===== src/rtl/ctl_stage_pkg.sv =====
package ctl_stage_pkg;

    localparam int OPC_W = 6;

    localparam logic [OPC_W-1:0] OPC_REGREG = 6'h00;
    localparam logic [OPC_W-1:0] OPC_LOAD   = 6'h23;
    localparam logic [OPC_W-1:0] OPC_STORE  = 6'h2B;
    localparam logic [OPC_W-1:0] OPC_BRANCH = 6'h04;

    typedef enum logic [1:0] {
        ALU_ADD   = 2'b00,
        ALU_SUB   = 2'b01,
        ALU_FUNCT = 2'b10
    } alu_mode_e;

    typedef struct packed {
        logic      dst_sel;
        alu_mode_e alu_mode;
        logic      imm_sel;
    } ex_grp_t;

    typedef struct packed {
        logic branch;
        logic rd_en;
        logic wr_en;
    } mem_grp_t;

    typedef struct packed {
        logic reg_wen;
        logic load_sel;
    } wb_grp_t;

    // Full control word as it enters the first boundary
    typedef struct packed {
        ex_grp_t  ex;
        mem_grp_t mem;
        wb_grp_t  wb;
    } ctl_word_t;

    // What survives past the execute boundary
    typedef struct packed {
        mem_grp_t mem;
        wb_grp_t  wb;
    } ctl_post_ex_t;

    localparam int CTL_W     = $bits(ctl_word_t);
    localparam int POST_EX_W = $bits(ctl_post_ex_t);
    localparam int WB_W      = $bits(wb_grp_t);

    function automatic ctl_word_t decode_opcode(input logic [OPC_W-1:0] op);
        ctl_word_t c;
        c = '0;
        c.ex.alu_mode = ALU_ADD;
        unique case (op)
            OPC_REGREG: begin
                c.ex.dst_sel  = 1'b1;
                c.ex.alu_mode = ALU_FUNCT;
                c.wb.reg_wen  = 1'b1;
            end
            OPC_LOAD: begin
                c.ex.imm_sel  = 1'b1;
                c.mem.rd_en   = 1'b1;
                c.wb.reg_wen  = 1'b1;
                c.wb.load_sel = 1'b1;
            end
            OPC_STORE: begin
                c.ex.imm_sel  = 1'b1;
                c.mem.wr_en   = 1'b1;
            end
            OPC_BRANCH: begin
                c.ex.alu_mode = ALU_SUB;
                c.mem.branch  = 1'b1;
            end
            default: c = '0;
        endcase
        return c;
    endfunction

endpackage


===== src/rtl/ctl_opcode_decoder.sv =====
module ctl_opcode_decoder
    import ctl_stage_pkg::*;
(
    input  logic [OPC_W-1:0] opcode,
    output ctl_word_t        ctl
);

    always_comb begin
        ctl = decode_opcode(opcode);
    end

endmodule


===== src/rtl/ctl_stage_reg.sv =====
module ctl_stage_reg #(
    parameter int W = 1
) (
    input  logic         clk,
    input  logic         rst,
    input  logic         clear,
    input  logic [W-1:0] d,
    output logic [W-1:0] q
);

    always_ff @(posedge clk) begin
        if (rst || clear) begin
            q <= '0;
        end else begin
            q <= d;
        end
    end

endmodule


===== src/rtl/ctl_pipe_stager.sv =====
module ctl_pipe_stager
    import ctl_stage_pkg::*;
(
    input  logic             clk,
    input  logic             rst,
    input  logic             bubble,
    input  logic [OPC_W-1:0] id_opcode,
    output logic             pc_wen,
    output logic             imem_ren,
    output logic             ex_dst_sel,
    output logic [1:0]       ex_alu_mode,
    output logic             ex_imm_sel,
    output logic             mem_branch,
    output logic             mem_rd_en,
    output logic             mem_wr_en,
    output logic             wb_reg_wen,
    output logic             wb_load_sel
);

    ctl_word_t    dec_ctl;
    ctl_word_t    id_ex_q;
    ctl_post_ex_t ex_mem_d;
    ctl_post_ex_t ex_mem_q;
    wb_grp_t      mem_wb_q;

    // Fetch side has no optional control
    assign pc_wen   = 1'b1;
    assign imem_ren = 1'b1;

    ctl_opcode_decoder u_dec (
        .opcode (id_opcode),
        .ctl    (dec_ctl)
    );

    // Decode -> execute boundary: full word, bubble clears it
    ctl_stage_reg #(.W(CTL_W)) u_id_ex (
        .clk   (clk),
        .rst   (rst),
        .clear (bubble),
        .d     (dec_ctl),
        .q     (id_ex_q)
    );

    // Execute -> memory boundary: execute group dropped
    assign ex_mem_d.mem = id_ex_q.mem;
    assign ex_mem_d.wb  = id_ex_q.wb;

    ctl_stage_reg #(.W(POST_EX_W)) u_ex_mem (
        .clk   (clk),
        .rst   (rst),
        .clear (1'b0),
        .d     (ex_mem_d),
        .q     (ex_mem_q)
    );

    // Memory -> write-back boundary: memory group dropped
    ctl_stage_reg #(.W(WB_W)) u_mem_wb (
        .clk   (clk),
        .rst   (rst),
        .clear (1'b0),
        .d     (ex_mem_q.wb),
        .q     (mem_wb_q)
    );

    assign ex_dst_sel  = id_ex_q.ex.dst_sel;
    assign ex_alu_mode = id_ex_q.ex.alu_mode;
    assign ex_imm_sel  = id_ex_q.ex.imm_sel;
    assign mem_branch  = ex_mem_q.mem.branch;
    assign mem_rd_en   = ex_mem_q.mem.rd_en;
    assign mem_wr_en   = ex_mem_q.mem.wr_en;
    assign wb_reg_wen  = mem_wb_q.reg_wen;
    assign wb_load_sel = mem_wb_q.load_sel;

endmodule


===== config.mk =====
export PLATFORM = sky130hd
export DESIGN_NAME = ctl_pipe_stager
export DESIGN_NICKNAME = d
export VERILOG_FILES = /design/src/rtl/ctl_stage_pkg.sv /design/src/rtl/ctl_opcode_decoder.sv /design/src/rtl/ctl_stage_reg.sv /design/src/rtl/ctl_pipe_stager.sv
export SDC_FILE = /design/constraint.sdc
export NUM_CORES = 1
export LEC_CHECK = 0
export BUFFER_PORTS_ARGS = -buffer_cell sky130_fd_sc_hd__buf_4
export CAP_MARGIN = 25
export CORE_AREA = 2 2 39 41
export DETAILED_ROUTE_END_ITERATION = 8
export DIE_AREA = 0 0 41 43
export GPL_TIMING_DRIVEN = 0
export PLACE_DENSITY = 0.54
export SYNTH_ARGS = -nofsm -noshare
export SYNTH_HDL_FRONTEND = slang
export SYNTH_SLANG_ARGS = --single-unit

===== constraint.sdc =====
create_clock -name clk -period 1.53 [get_ports clk]
set_input_delay 0.306 -clock clk [delete_from_list [all_inputs] [get_ports clk]]
set_output_delay 0.306 -clock clk [all_outputs]
set_load 0.05 [all_outputs]

==> reports/summary.txt <==
Core area - 0.00138 mm2
Max Cap Violations - 0
Syn_area_per_cell - 11.4 um2
Max incr delay on CP - 310 ps
WP buf/inv - 2
CTS sink count - 13
Fin util - 0.434
Layout cell share with drive strength beyond 1 - 0.492
Initial core utilization - 0.306
Achievable Freq - 0.856 GHz
Power density cells - 975 mW/mm2
Cells along the critical path - buf_4 -> buf_4
Clock latency on the worst-skew pair - 260 ps
Synthesis-to-finish area growth - 42.0%
Post-synth top area cell - dfxtp_1
Hold slack - 223 ps
Post-layout min period - 1170 ps
Critical path depth - 2
Antenna cells - 0
Final setup violation count - 0
Gr ovfl total - 0
Routed wire length - 623 um
Final Wtd Congestion - 0.627
Slew Viols, Final - 0
Worst setup margin - 361 ps
Yosys top cell area share - 0.615
Hold WC Path Type - primary input to register
R2r setup slk - 1010 ps
Row count - 14
CP Capture Type - output pin
Vias in the first global route - 264
Crit path max fanout - 2
Final TNS setup - 0 ps
PortBufs - 17
Fin cells - 75
R2r endpoint - u_mem_wb.q[0]
Critical Path Start - u_id_ex.q[6]
Post-Syn Area - 423 um2
Post_cts resized - 0
VDD IR-drop max - 0.300 mV
Cell family with most CP delay - flip-flops
Cell variety after synth - 14
Synth warnings - 0
Number of H-tree levels - 1
CTS tree - done
Status - complete, no violations
CTS buffer count - 3
Cell count after synthesis - 37
Chip width - 41 um
Synth top area cells - dfxtp_1 (62%), nor2b_1 (8.9%), buf_4 (7.1%), or4_4 (5.3%), nor2_1 (2.7%)
RSZ-0062 raised after global routing - false
Worst setup path category - register to output pin
Pleak - 0.265 nW
Fin crit share - 0.764
Routed wire length per instance - 8.31 um
Initial DRC Count - 3
Synthesized flop and latch total - 13
CP startpoint kind - register
Worst Reg-to-Reg Cells - 1
Drt first pass iters - 2
Post-CTS setup buffers - 0
Final hold viol count - 0
Crit path DAT - 860 ps
Antenna violations before repair - 0
# IOs - 20
Drt drc - 0
Fin nets - 69
Vias - 301
Clock-pin slew on the worst setup and hold paths - 70 ps
First-pass GRT wire length - 1060 um
CP required - 1220 ps
Worst setup endpoint - ex_alu_mode[0]
Root buffer cell - clkbuf_4
Antenna viol nets, final - 0
Largest net degree at the start of global routing - 11
Chip Height - 43 um
Worst-case clock buffer depth - 2
Worst slack at placement - 334 ps
GRT Total Usage - 0.0949
Vias per cell - 4.01
CP dominant cell by count - buf_4
Placed Instances - 71
Hold-fix buffers, CTS - 0
CP max-delay cell - dfxtp_1
Post-synthesis sequential area ratio - 0.615
Worst flop-to-flop path startpoint - u_ex_mem.q[3]
Die area - 0.00176 mm2
Fin Clk Skew - 0.204 ps
Fillers - 152
cell usage after synthesis:
cell      instances
dfxtp_1          13
nor2b_1           6
buf_4             4
nor2_1            3
or4_4             2
a21oi_2           1
conb_1            1
inv_1             1
nand4b_1          1
nor3_1            1
nor3_2            1
nor4_1            1
or3_1             1
or3b_2            1
stage by stage:
step | total power, W | area (um2)
after floorplan | 0.000373 | 427
after global placement | 0.000397 | 574
after detailed placement | 0.000397 | 574
after CTS | 0.000597 | 601
after global routing | 0.000623 | 601
final | 0.000585 | 601
worst min-delay path by stage:
| stage | start | cells past startpoint | slack, ps | endpoint |
|---|---|---|---|---|
| 2_1_floorplan | rst | 1 | 380 | u_ex_mem.q[1] |
| 3_3_place_gp | u_id_ex.q[1] | 1 | 420 | u_ex_mem.q[1] |
| 3_5_place_dp | u_id_ex.q[1] | 1 | 430 | u_ex_mem.q[1] |
| 4_1_cts | bubble | 2 | 220 | u_id_ex.q[5] |
| 5_1_grt | bubble | 2 | 200 | u_id_ex.q[5] |
| 6_report | bubble | 2 | 220 | u_id_ex.q[5] |
cells by family after synthesis:
logic type | synth area share
AOI/OAI and AO/OA | 0.0207
and+or+nand+nor | 0.275
buffers and inverters | 0.0799
other | 0.00887
DFF | 0.615
registers in the layout (all words and copies together), names as in the netlist:
name / cells
u_ex_mem.q: 4
u_id_ex.q: 7
u_mem_wb.q: 2
cell usage in the layout (no fill, tap or decap), drive strengths merged:
master,Yosys,layout
or3b,1,1
or3,1,1
clkbuf,0,4
nor2,3,3
nor4,1,1
or4,2,2
a21oi,1,1
conb,1,2
inv,1,1
buf,4,21
nor3,2,2
nor2b,6,6
dfxtp,13,13
nand4b,1,1
per-layer routing:
layer	part of all wire	up-vias	track usage
met5	0	-	0
met4	0	0	0.100
met3	0.090	0	0.0314
met2	0.49	13	0.109
met1	0.42	128	0.125
li1	-	160	-
layout make-up:
type                    instances  area (um2)  share of cell area
plain buffers                   4        30.0              0.0500
inverters                       1        3.75             0.00625
well taps                      16        20.0              0.0333
repair buffers                 17         128               0.212
clock buffers                   4        26.3              0.0438
flip-flops and latches         13         260               0.433
multi-input cells              20         133               0.221
report_power, final:
group,internal (W),leakage [nW],switching [W]
clock network,0.000101,0.0150,0.0000961
logic,0.0000224,0.146,0.0000270
registers,0.000339,0.105,0.000000246
Note: power is estimated with default switching activity, not from simulation.
